<file path="config.mk">
export PLATFORM = sky130hd
export DESIGN_NAME = warp_sched_rr
export DESIGN_NICKNAME = d
export VERILOG_FILES = /design/src/rtl/wsched_pkg.sv /design/src/rtl/wsched_lockout.sv /design/src/rtl/wsched_rr_pick.sv /design/src/rtl/warp_sched_rr.sv
export SDC_FILE = /design/constraint.sdc
export NUM_CORES = 1
export LEC_CHECK = 0
export BUFFER_PORTS_ARGS = -buffer_cell sky130_fd_sc_hd__buf_4
export CORE_UTILIZATION = 52
export DETAILED_ROUTE_END_ITERATION = 8
export PLACE_DENSITY_LB_ADDON = 0.12
export SYNTH_ARGS = -nofsm -noshare
export SYNTH_HDL_FRONTEND = slang
export SYNTH_HIERARCHICAL = 1
export SYNTH_SLANG_ARGS = --single-unit
</file>
<file path="constraint.sdc">
create_clock -name clk -period 3.4 [get_ports clk]
set_clock_uncertainty 0.1 [all_clocks]
set_input_delay 0.68 -clock clk [delete_from_list [all_inputs] [get_ports clk]]
set_output_delay 0.68 -clock clk [all_outputs]
set_load 0.005 [all_outputs]
</file>
<file path="src/rtl/wsched_pkg.sv">
package wsched_pkg;
    typedef enum logic [0:0] {
        ST_IDLE  = 1'b0,
        ST_OFFER = 1'b1
    } offer_state_e;
endpackage

</file>
<file path="src/rtl/wsched_lockout.sv">
module wsched_lockout #(
    parameter int NUM_WARPS = 8,
    parameter int WID_W     = 3
) (
    input  logic                 clk,
    input  logic                 rst_n,
    input  logic                 set_en,
    input  logic [WID_W-1:0]     set_wid,
    input  logic                 clr_a_en,
    input  logic [WID_W-1:0]     clr_a_wid,
    input  logic                 clr_b_en,
    input  logic [WID_W-1:0]     clr_b_wid,
    output logic [NUM_WARPS-1:0] lock_q,
    output logic [NUM_WARPS-1:0] lock_d
);
    logic [NUM_WARPS-1:0] set_vec;
    logic [NUM_WARPS-1:0] clr_vec;

    for (genvar i = 0; i < NUM_WARPS; i++) begin : g_bit
        assign set_vec[i] = set_en   && (set_wid   == WID_W'(i));
        assign clr_vec[i] = (clr_a_en && (clr_a_wid == WID_W'(i)))
                         || (clr_b_en && (clr_b_wid == WID_W'(i)));
        // clear first, then set (set wins)
        assign lock_d[i]  = set_vec[i] | (lock_q[i] & ~clr_vec[i]);

        always_ff @(posedge clk or negedge rst_n) begin
            if (!rst_n) lock_q[i] <= 1'b0;
            else        lock_q[i] <= lock_d[i];
        end
    end


    clr_releases_chk: assert property (@(posedge clk) disable iff (!rst_n)
        (clr_a_en && !(set_en && set_wid == clr_a_wid)) |=> !lock_q[$past(clr_a_wid)]);

    set_wins_chk: assert property (@(posedge clk) disable iff (!rst_n)
        set_en |=> lock_q[$past(set_wid)]);
endmodule

</file>
<file path="src/rtl/wsched_rr_pick.sv">
module wsched_rr_pick #(
    parameter int NUM_WARPS = 8,
    parameter int WID_W     = 3
) (
    input  logic [NUM_WARPS-1:0] elig,
    input  logic [WID_W-1:0]     origin,
    output logic                 found,
    output logic [WID_W-1:0]     pick
);
    localparam logic [WID_W:0] N_EXT = (WID_W+1)'(NUM_WARPS);

    logic [WID_W-1:0]     cand [NUM_WARPS];
    logic [NUM_WARPS-1:0] hit;

    for (genvar k = 0; k < NUM_WARPS; k++) begin : g_slot
        logic [WID_W:0] sum;
        assign sum     = {1'b0, origin} + (WID_W+1)'(k + 1);
        assign cand[k] = (sum >= N_EXT) ? WID_W'(sum - N_EXT) : WID_W'(sum);
        assign hit[k]  = elig[cand[k]];
    end

    always_comb begin
        found = 1'b0;
        pick  = '0;
        for (int k = 0; k < NUM_WARPS; k++) begin
            if (!found && hit[k]) begin
                found = 1'b1;
                pick  = cand[k];
            end
        end
    end


    pick_eligible_chk: assert final (!found || elig[pick]);

    none_found_chk: assert final ((elig != '0) || !found);
endmodule

</file>
<file path="src/rtl/warp_sched_rr.sv">
module warp_sched_rr
    import wsched_pkg::*;
#(
    parameter int NUM_WARPS = 8,
    parameter int WID_W     = (NUM_WARPS > 1) ? $clog2(NUM_WARPS) : 1
) (
    input  logic                 clk,
    input  logic                 rst_n,
    input  logic [NUM_WARPS-1:0] warp_active_i,
    output logic                 fetch_valid_o,
    input  logic                 fetch_ready_i,
    output logic [WID_W-1:0]     fetch_wid_o,
    input  logic                 dec_valid_i,
    input  logic [WID_W-1:0]     dec_wid_i,
    input  logic                 dec_hold_i,
    input  logic                 exe_valid_i,
    input  logic [WID_W-1:0]     exe_wid_i
);
    localparam logic [WID_W-1:0] LAST_WID = WID_W'(NUM_WARPS - 1);

    offer_state_e         state_q, state_d;
    logic [WID_W-1:0]     wid_q, wid_d;
    logic [WID_W-1:0]     origin_q, origin_d;
    logic                 accept;
    logic [NUM_WARPS-1:0] lock_q, lock_d;
    logic [NUM_WARPS-1:0] elig;
    logic                 found;
    logic [WID_W-1:0]     pick;

    assign accept   = (state_q == ST_OFFER) && fetch_ready_i;
    assign origin_d = accept ? wid_q : origin_q;
    assign elig     = warp_active_i & ~lock_d;

    wsched_lockout #(.NUM_WARPS(NUM_WARPS), .WID_W(WID_W)) u_lock (
        .clk       (clk),
        .rst_n     (rst_n),
        .set_en    (accept),
        .set_wid   (wid_q),
        .clr_a_en  (dec_valid_i && !dec_hold_i),
        .clr_a_wid (dec_wid_i),
        .clr_b_en  (exe_valid_i),
        .clr_b_wid (exe_wid_i),
        .lock_q    (lock_q),
        .lock_d    (lock_d)
    );

    wsched_rr_pick #(.NUM_WARPS(NUM_WARPS), .WID_W(WID_W)) u_pick (
        .elig   (elig),
        .origin (origin_d),
        .found  (found),
        .pick   (pick)
    );

    // next-state process
    always_comb begin
        state_d = state_q;
        wid_d   = wid_q;
        unique case (state_q)
            ST_IDLE: begin
                if (found) begin
                    state_d = ST_OFFER;
                    wid_d   = pick;
                end
            end
            ST_OFFER: begin
                if (fetch_ready_i) begin
                    if (found) begin
                        state_d = ST_OFFER;
                        wid_d   = pick;
                    end else begin
                        state_d = ST_IDLE;
                    end
                end
            end
            default: state_d = ST_IDLE;
        endcase
    end

    // state register process
    always_ff @(posedge clk or negedge rst_n) begin
        if (!rst_n) begin
            state_q  <= ST_IDLE;
            wid_q    <= '0;
            origin_q <= LAST_WID;
        end else begin
            state_q  <= state_d;
            wid_q    <= wid_d;
            origin_q <= origin_d;
        end
    end

    // output process
    always_comb begin
        fetch_valid_o = (state_q == ST_OFFER);
        fetch_wid_o   = wid_q;
    end


    offer_unlocked_chk: assert property (@(posedge clk) disable iff (!rst_n)
        fetch_valid_o |-> !lock_q[fetch_wid_o]);

    offer_held_chk: assert property (@(posedge clk) disable iff (!rst_n)
        (fetch_valid_o && !fetch_ready_i) |=> (fetch_valid_o && $stable(fetch_wid_o)));

    accept_locks_chk: assert property (@(posedge clk) disable iff (!rst_n)
        (fetch_valid_o && fetch_ready_i) |=> lock_q[$past(fetch_wid_o)]);

    origin_steady_chk: assert property (@(posedge clk) disable iff (!rst_n)
        !(fetch_valid_o && fetch_ready_i) |=> $stable(origin_q));
endmodule

</file>
==> metrics.txt, run 1 <==
# TYPE chip_impl_metric gauge
chip_impl_info{name="run_status",value="finished clean"} 1
chip_impl_metric{name="timing.slew.headroom",unit="%"} 74.5
chip_impl_info{name="cts_root_buffer",value="sky130_fd_sc_hd__clkbuf_4"} 1
chip_impl_metric{name="ys_warn_count",unit=""} 6
chip_impl_metric{name="finalSetupViolCount",unit=""} 0
chip_impl_metric{name="syn-cell-area",unit="sq um"} 1770
chip_impl_metric{name="drv.max_cap_violation_count",unit=""} 0
chip_impl_metric{name="max_stage_delay",unit="ps"} 540
chip_impl_metric{name="grt_start_max_net_pins",unit=""} 18
chip_impl_metric{name="grt_antenna_before_repair",unit=""} 0
chip_impl_info{name="r2r-start",value="fetch_valid_o"} 1
chip_impl_metric{name="die_height",unit="um"} 60.3
chip_impl_metric{name="syn_nets",unit=""} 191
chip_impl_metric{name="clock_tree.htree_level_count",unit=""} 1
chip_impl_metric{name="cts_max_path_buffers",unit=""} 2
chip_impl_metric{name="port_buffers",unit=""} 23
chip_impl_info{name="setup.worst_path.start",value="dec_hold_i"} 1
chip_impl_info{name="path_cells",value="buf_4 > nor2b_4 > or4bb_1 > a32o_1 > nor2b_2 > mux2i_2 > mux4_2 > and4bb_2 > a211oi_2 > a31oi_1 > mux2_4"} 1
chip_impl_metric{name="ys_async_sr_fraction",unit="%"} 100
chip_impl_metric{name="post_route_cells_drive_above_1_share",unit="%"} 50.0
chip_impl_metric{name="yosysSeqAreaShare",unit="%"} 21.5
chip_impl_info{name="startpoint_type",value="input port"} 1
chip_impl_metric{name="num_io_pins",unit=""} 24
chip_impl_metric{name="worst_skew_pair.late_latency",unit="ps"} 290
chip_impl_metric{name="reg2reg_slack",unit="ps"} 150
chip_impl_metric{name="max_clock_freq",unit="MHz"} 302
chip_impl_metric{name="period_needed",unit="ps"} 3310
chip_impl_metric{name="final_core_area_utilization",unit="%"} 72.4
chip_impl_metric{name="syn-mean-instance-area",unit="sq um"} 10.4
chip_impl_info{name="cts_tree",value="yes"} 1
chip_impl_metric{name="post-route-drc-count",unit=""} 0
chip_impl_metric{name="ys_types",unit=""} 49
chip_impl_metric{name="detail_route.wirelength",unit="um"} 4700
chip_impl_metric{name="core_area",unit="sq um"} 3130
chip_impl_metric{name="worst-path-max-fanout",unit=""} 5
chip_impl_metric{name="hold_violations",unit=""} 0
chip_impl_metric{name="instances_no_fill",unit=""} 258
chip_impl_metric{name="drt_pass1_iterations",unit=""} 4
chip_impl_metric{name="die_width",unit="um"} 60.3
chip_impl_metric{name="fillerInstances",unit=""} 237
chip_impl_metric{name="fp.dieArea",unit="sq um"} 3630
chip_impl_info{name="startpoint_to_endpoint_class_of_the_critical_path",value="input port to flip-flop"} 1
chip_impl_metric{name="floorplan.rows",unit=""} 20
chip_impl_metric{name="routed_via_density",unit=""} 6.49
chip_impl_metric{name="cts-buffers-inserted",unit=""} 3
chip_impl_info{name="hold_path.class",value="input port to async pin"} 1
chip_impl_metric{name="routedWlPerCell",unit="um"} 18.2
chip_impl_metric{name="worst_pin_slew",unit="ps"} 372
chip_impl_info{name="worst_path_dominant_cell_family",value="simple AND/OR/NAND/NOR gates"} 1
chip_impl_metric{name="global_route_wire_length_before_repair",unit="um"} 7560
chip_impl_metric{name="post_synthesis_cells",unit=""} 169
chip_impl_metric{name="final_max_slew_viol_count",unit=""} 0
chip_impl_metric{name="critical_path_required",unit="ps"} 3490
chip_impl_metric{name="gp_routability_congestion",unit=""} 0.929
chip_impl_metric{name="drt_iter0_markers",unit=""} 73
chip_impl_metric{name="first_global_vias",unit=""} 1586
chip_impl_metric{name="worst-endpoint-arrival",unit="ps"} 3410
chip_impl_metric{name="clock-sinks",unit=""} 15
chip_impl_metric{name="synthToLayoutAreaGrowth",unit="%"} 28.2
chip_impl_info{name="prevailing_post_synth_register_cell",value="sky130_fd_sc_hd__dfrtp_1"} 1
chip_impl_info{name="setup_crit_end_kind",value="flip-flop"} 1
chip_impl_metric{name="via_count",unit=""} 1675
chip_impl_metric{name="postRouteAntennaNets",unit=""} 0
chip_impl_metric{name="period_share",unit="%"} 97.5
chip_impl_metric{name="dp.cells",unit=""} 254
chip_impl_info{name="slowest_stage",value="sky130_fd_sc_hd__mux4_2"} 1
chip_impl_metric{name="cts_hold_buffers",unit=""} 0
chip_impl_metric{name="synth_edf_count",unit=""} 0
chip_impl_metric{name="hpwl",unit="um"} 3630
chip_impl_metric{name="ffs_latches_synth",unit=""} 15
chip_impl_metric{name="grt.total_usage",unit="%"} 28.4
chip_impl_metric{name="start_util",unit="%"} 56.4
chip_impl_metric{name="antenna_cells",unit=""} 0
chip_impl_metric{name="finish.net_count",unit=""} 237
chip_impl_metric{name="cp_num_buf_inv",unit=""} 1
chip_impl_metric{name="clk_pin_slew_worst_paths",unit="ps"} 100
chip_impl_metric{name="globalRouteOverflowTotal",unit=""} 0
## registers in the layout, summed over array words and instances, names as in the netlist
signal / count
fetch_valid_o: 1
origin_q: 3
fetch_wid_o: 3
u_lock/lock_q: 8
## final cells by class
cell class              count  area, sq um  area share (%)
multi-input cells         139         1400            61.9
repair buffers             49          368            16.3
flip-flops and latches     15          380            16.8
well taps                  44         55.1            2.43
inverters                   7         31.3            1.38
clock buffers               3         22.5           0.995
clock inverters             1         5.00           0.221
## worst paths after layout
check                      cells after the start               end
min reg2reg                                    1  u_lock/lock_q[2]
max reg2reg                                   11    fetch_wid_o[2]
max in group asynchronous                      1       origin_q[0]
min                                            1    fetch_wid_o[1]
max                                           11    fetch_wid_o[0]
min in group clk                               1  u_lock/lock_q[2]
## layout by cell type, fill, tap and decap left out, types with 5 or more instances in the layout
| cell | Yosys | routed |
|---|---|---|
| sky130_fd_sc_hd__a32o_1 | 8 | 8 |
| sky130_fd_sc_hd__buf_4 | 1 | 49 |
| sky130_fd_sc_hd__dfrtp_1 | 12 | 11 |
| sky130_fd_sc_hd__inv_1 | 7 | 5 |
| sky130_fd_sc_hd__mux2_2 | 7 | 5 |
| sky130_fd_sc_hd__mux2_4 | 3 | 8 |
| sky130_fd_sc_hd__mux2i_1 | 8 | 6 |
| sky130_fd_sc_hd__mux4_2 | 14 | 14 |
| sky130_fd_sc_hd__nand2_1 | 13 | 11 |
| sky130_fd_sc_hd__nand4b_1 | 6 | 6 |
| sky130_fd_sc_hd__nor2b_1 | 14 | 6 |
| sky130_fd_sc_hd__nor2b_2 | 0 | 7 |
| sky130_fd_sc_hd__or4bb_1 | 6 | 6 |
## synthesized netlist by cell type (4+ instances only)
library cell / number / share of area, %
sky130_fd_sc_hd__nand2_1: 13 / 2.8
sky130_fd_sc_hd__mux2i_1: 8 / 4.5
sky130_fd_sc_hd__a32o_1: 8 / 4.5
sky130_fd_sc_hd__o21ai_0: 4 / 1.1
sky130_fd_sc_hd__inv_1: 7 / 1.5
sky130_fd_sc_hd__mux4_2: 14 / 18
sky130_fd_sc_hd__nand4b_1: 6 / 3.0
sky130_fd_sc_hd__dfrtp_1: 12 / 17
sky130_fd_sc_hd__nand2b_1: 4 / 1.4
sky130_fd_sc_hd__nor2_1: 4 / 0.85
sky130_fd_sc_hd__mux2_2: 7 / 4.5
sky130_fd_sc_hd__or4bb_1: 6 / 3.8
sky130_fd_sc_hd__nor2b_1: 14 / 5.0
## logic make-up (layout without fill, tap and decap cells)
logic type,count (synthesis),count (layout),synth area share [%]
muxes,35,35,31.3
buffers and inverters,15,60,4.47
xor gates and xnor gates,3,3,1.49
adders and majority gates,2,2,1.42
and+or+nand+nor,69,69,25.9
AOI/OAI and AO/OA,30,30,14.0
DFF,15,15,21.5
## stage by stage
step | TNS, ps | hold WS [ps] | cell area, sq um | setup slack, ps
6_report | 0 | 120 | 2260 | 85.3
2_1_floorplan | -449 | 284 | 1850 | -255
3_3_place_gp | -739 | 420 | 2200 | -236
4_1_cts | 0 | 119 | 2230 | 1.38
3_5_place_dp | -943 | 417 | 2200 | -322
5_1_grt | -2.93 | 119 | 2260 | -1.70
## timing repair
| item | CTS | global route |
|---|---|---|
| resized for setup | 1 | 12 |
| endpoints found under the setup margin | 3 | 3 |
| buffers inserted | 0 | 0 |
## routing by layer
metal / wire length (um) / vias to the layer above / track usage, % / share of wire (%)
met5: 0 / - / 0 / 0
met4: 82 / 0 / 8.31 / 1.7
met3: 238 / 11 / 6.06 / 5.1
met2: 2310 / 57 / 44.7 / 49
met1: 2070 / 836 / 39.2 / 44
li1: - / 771 / - / -
Power of run 1 is left out: the tool's default activity adds up to more than one toggle a clock period on the data nets, which glitch-free logic cannot reach.
==> inputs of run 2 (changes only) <==
Settings changed: CORE_UTILIZATION 52 to 51, SYNTH_HIERARCHICAL 1 to not set.
==> run 2 against run 1 <==
  * The run now ends with design-rule violations left
  * Critical path depth down 1
  * Global-route usage up 3.0 points
  * Cell count up 7.0%
  * Sequential share of layout area up 0.64 points
  * Utilization up 4.1 points
  * Fmax down 0.12%
  * Non-clock buffer count up 19
  * Clock-buffer cell count up 1
  * Register-to-register slack about the same
  * Wire length up 2.7%
  * Critical endpoint is now fetch_wid_o[1]
  * Highest routed layer unchanged
==> metrics.txt, run 2 <==
# TYPE chip_impl_metric gauge
chip_impl_metric{name="p_sw",unit="mW"} 1.24
chip_impl_info{name="failed_checks",value="design-rule violations"} 1
chip_impl_info{name="prevailing_post_synth_register_cell",value="sky130_fd_sc_hd__dfrtp_1"} 1
chip_impl_metric{name="proportion_of_total_power_due_to_net_switching",unit="%"} 45.1
chip_impl_metric{name="worst-path-max-fanout",unit=""} 7
chip_impl_metric{name="worst-endpoint-arrival",unit="ps"} 3390
chip_impl_metric{name="largest_register_ff_count",unit=""} 8
chip_impl_metric{name="synthSimpleGateAreaFrac",unit="%"} 28.9
chip_impl_info{name="synth_area_leaders",value="sky130_fd_sc_hd__dfrtp_1 (19%), sky130_fd_sc_hd__dfstp_2 (5.0%), sky130_fd_sc_hd__o21ai_0 (4.8%)"} 1
chip_impl_metric{name="num_io_pins",unit=""} 24
chip_impl_info{name="largest-register",value="u_lock.lock_q"} 1
chip_impl_info{name="cts_tree",value="yes"} 1
chip_impl_metric{name="ys_types",unit=""} 64
chip_impl_metric{name="routed_via_density",unit=""} 6.46
chip_impl_metric{name="grt_start_max_net_pins",unit=""} 16
chip_impl_metric{name="fp.dieArea",unit="sq um"} 3320
chip_impl_metric{name="fillerInstances",unit=""} 182
chip_impl_metric{name="grt_antenna_before_repair",unit=""} 0
chip_impl_metric{name="first_global_vias",unit=""} 1711
chip_impl_metric{name="critical_path_required",unit="ps"} 3480
chip_impl_metric{name="power_density_normalized_to_cell_area",unit="nW/um^2"} 1260
chip_impl_metric{name="p_leak",unit="nW"} 0.952
chip_impl_metric{name="drt_pass1_iterations",unit=""} 7
chip_impl_metric{name="start_util",unit="%"} 55.3
chip_impl_metric{name="detail_route.wirelength",unit="um"} 4830
chip_impl_metric{name="post_route_cells_drive_above_1_share",unit="%"} 44.1
chip_impl_metric{name="yosysSeqAreaShare",unit="%"} 24.0
chip_impl_metric{name="max_clock_freq",unit="MHz"} 301
chip_impl_metric{name="synth_top_area_share",unit="%"} 19.0
chip_impl_metric{name="post_synthesis_cells",unit=""} 178
chip_impl_info{name="startpoint_type",value="input port"} 1
chip_impl_metric{name="cts_max_path_buffers",unit=""} 2
chip_impl_metric{name="syn-mean-instance-area",unit="sq um"} 8.86
chip_impl_info{name="startpoint_to_endpoint_class_of_the_critical_path",value="input port to flip-flop"} 1
chip_impl_metric{name="finish.net_count",unit=""} 268
chip_impl_metric{name="global_route_wire_length_before_repair",unit="um"} 7910
chip_impl_metric{name="final_core_area_utilization",unit="%"} 76.4
chip_impl_metric{name="ffs_latches_synth",unit=""} 15
chip_impl_metric{name="syn_nets",unit=""} 200
chip_impl_info{name="run_status",value="finished, violations left"} 1
chip_impl_metric{name="hpwl",unit="um"} 3900
chip_impl_metric{name="drt_iter0_markers",unit=""} 132
chip_impl_metric{name="drv.max_cap_violation_count",unit=""} 0
chip_impl_metric{name="die_width",unit="um"} 57.6
chip_impl_metric{name="period_share",unit="%"} 97.6
chip_impl_metric{name="die_height",unit="um"} 57.6
chip_impl_info{name="most_repeated_cell_in_the_gate_level_netlist_after_synthesis",value="sky130_fd_sc_hd__nand2_1"} 1
chip_impl_metric{name="final.hold.worst_slack",unit="ps"} 138
chip_impl_metric{name="globalRouteOverflowTotal",unit=""} 0
chip_impl_metric{name="worst_pin_slew",unit="ps"} 445
chip_impl_metric{name="syn-cell-area",unit="sq um"} 1580
chip_impl_metric{name="postRouteAntennaNets",unit=""} 0
chip_impl_metric{name="ys_warn_count",unit=""} 0
chip_impl_metric{name="routedWlPerCell",unit="um"} 17.5
chip_impl_metric{name="ys_async_sr_fraction",unit="%"} 100
chip_impl_metric{name="place_worst_setup_slack",unit="ps"} -183
chip_impl_metric{name="via_count",unit=""} 1782
chip_impl_metric{name="hold_violations",unit=""} 0
chip_impl_metric{name="gp_routability_congestion",unit=""} 0.955
chip_impl_metric{name="clock_tree.htree_level_count",unit=""} 1
chip_impl_metric{name="clk_pin_slew_worst_paths",unit="ps"} 90
chip_impl_metric{name="worst_skew_pair.late_latency",unit="ps"} 280
chip_impl_metric{name="core_area",unit="sq um"} 2850
chip_impl_metric{name="power.total",unit="mW"} 2.75
chip_impl_metric{name="grt.total_usage",unit="%"} 31.4
chip_impl_metric{name="max-vdd-ir-drop",unit="V"} 0.000988
chip_impl_metric{name="cellInternalPower",unit="mW"} 1.51
chip_impl_metric{name="synth_compound_area_share",unit="%"} 28.0
chip_impl_metric{name="antenna_cells",unit=""} 0
chip_impl_metric{name="period_needed",unit="ps"} 3320
chip_impl_metric{name="yosys-mux-area-fraction",unit="%"} 11.8
chip_impl_metric{name="synth_edf_count",unit=""} 0
chip_impl_info{name="setup_crit_end_kind",value="flip-flop"} 1
chip_impl_metric{name="finalSetupViolCount",unit=""} 0
chip_impl_info{name="hold_path.class",value="input port to async pin"} 1
chip_impl_metric{name="xor_xnor_cell_area_share_of_the_yosys_netlist",unit="%"} 2.78
chip_impl_metric{name="timing.slew.headroom",unit="%"} 70.1
chip_impl_info{name="mostFrequentLayoutCell",value="sky130_fd_sc_hd__buf_4"} 1
chip_impl_metric{name="port_buffers",unit=""} 23
chip_impl_info{name="most_frequent_cells_in_the_layout",value="sky130_fd_sc_hd__buf_4 (67), sky130_fd_sc_hd__nand2_1 (16), sky130_fd_sc_hd__o21ai_0 (14), sky130_fd_sc_hd__dfrtp_1 (11)"} 1
chip_impl_info{name="synth_largest_area_cell",value="sky130_fd_sc_hd__dfrtp_1"} 1
chip_impl_metric{name="synth_adder_area_share",unit="%"} 1.59
chip_impl_metric{name="seqPwrFrac",unit="%"} 12.5
chip_impl_metric{name="final_max_slew_viol_count",unit=""} 0
chip_impl_metric{name="cts_hold_buffers",unit=""} 0
chip_impl_metric{name="share_clk_of_total_power",unit="%"} 3.8
chip_impl_metric{name="synthToLayoutAreaGrowth",unit="%"} 38.2
chip_impl_metric{name="final_critical_path_setup_slack",unit="ps"} 81.3
chip_impl_info{name="cts_root_buffer",value="sky130_fd_sc_hd__clkbuf_4"} 1
chip_impl_info{name="synth_top_family_by_area",value="simple AND/OR/NAND/NOR gates"} 1
chip_impl_metric{name="pwr-share-comb",unit="%"} 83.7
chip_impl_metric{name="totalNegativeSetupSlack",unit="ps"} 0
chip_impl_metric{name="floorplan.rows",unit=""} 19
chip_impl_info{name="netlist_top_cells_count",value="sky130_fd_sc_hd__nand2_1 (16), sky130_fd_sc_hd__o21ai_0 (15), sky130_fd_sc_hd__dfrtp_1 (12), sky130_fd_sc_hd__nor2_1 (9), sky130_fd_sc_hd__nand2b_1 (8)"} 1
chip_impl_metric{name="clock-sinks",unit=""} 15
chip_impl_metric{name="cts-buffers-inserted",unit=""} 3
chip_impl_metric{name="post-route-drc-count",unit=""} 2
chip_impl_info{name="rsz0062_at_grt",value="false"} 1
-- run 2: cell types whose count changed after synthesis, sizes merged, moves of 5 or more --
cell and delta:
mux4 -10, or2 +6, mux2i -6, or4bb -6, nor2b -12, o21ai +10
mux2 -8, nor2 +6, nor4 +6, a32o -7, nand4b -5
-- run 2: cell families after synthesis --
kind of cell	Yosys count
flip-flops	15
XOR/XNOR	5
AND/OR/NAND/NOR	78
multiplexers	11
adder cells (fa/ha/maj)	2
buffers and inverters	9
AO/OA/AOI/OAI	58
-- run 2: layer usage --
layer | GRT usage, % | vias up | part of all wire [%]
li1 | - | 843 | -
met1 | 42.0 | 848 | 43
met2 | 51.2 | 87 | 48
met3 | 7.59 | 4 | 8.2
met4 | 8.36 | 0 | 0.99
met5 | 0 | - | 0
-- run 2: worst paths after layout --
check                           slack, ps            from                to  cells past startpoint
worst max-delay path                   80      dec_hold_i    fetch_wid_o[1]                     10
worst min-delay path                  140           rst_n  u_lock.lock_q[7]                      1
worst max register to register        160  fetch_wid_o[0]    fetch_wid_o[1]                     13
worst min register to register        490  fetch_wid_o[2]    fetch_wid_o[2]                      1
max in group asynchronous            2810           rst_n       origin_q[1]                      1
min in group clk                      490  fetch_wid_o[2]    fetch_wid_o[2]                      1
-- run 2: worst max-delay path, cell delays in order --
cell                      delay (ps)
sky130_fd_sc_hd__buf_4           110
sky130_fd_sc_hd__or3b_4          420
sky130_fd_sc_hd__o221a_1         270
sky130_fd_sc_hd__or2_1           230
sky130_fd_sc_hd__mux4_2          500
sky130_fd_sc_hd__mux2_4          280
sky130_fd_sc_hd__nor4b_4         150
sky130_fd_sc_hd__and4b_1         210
sky130_fd_sc_hd__a211o_1         240
sky130_fd_sc_hd__a221o_1         290
-- run 2: area by class of cell --
type	count	area [sq um]	area share, %
multi-input combinational	154	1190	54.8
timing repair buffer	68	523	24.0
sequential	15	380	17.4
tap	31	38.8	1.78
clock buffer	4	26.3	1.20
inverter	4	17.5	0.803
-- run 2: power groups by stage --
stage / Clock (mW) / Combinational [mW] / Sequential (mW)
6_report: 0.104 / 2.31 / 0.344
5_1_grt: 0.115 / 2.47 / 0.351
4_1_cts: 0.106 / 2.26 / 0.340
3_5_place_dp: 0 / 2.24 / 0.344
3_3_place_gp: 0 / 2.19 / 0.340
2_1_floorplan: 0 / 1.51 / 0.320
-- run 2: through the flow --
step           instance area, sq um  instances
3_5_place_dp                   2150        272
3_3_place_gp                   2150        272
5_1_grt                        2180        276
2_1_floorplan                  1640        178
6_report                       2180        276
4_1_cts                        2170        276
-- run 2: what timing repair did --
action                     in CTS  in global routing
setup endpoints to repair       0                  4
buffers inserted                0                  0
gates resized for setup         0                  3
(Power assumes the default switching activity.)
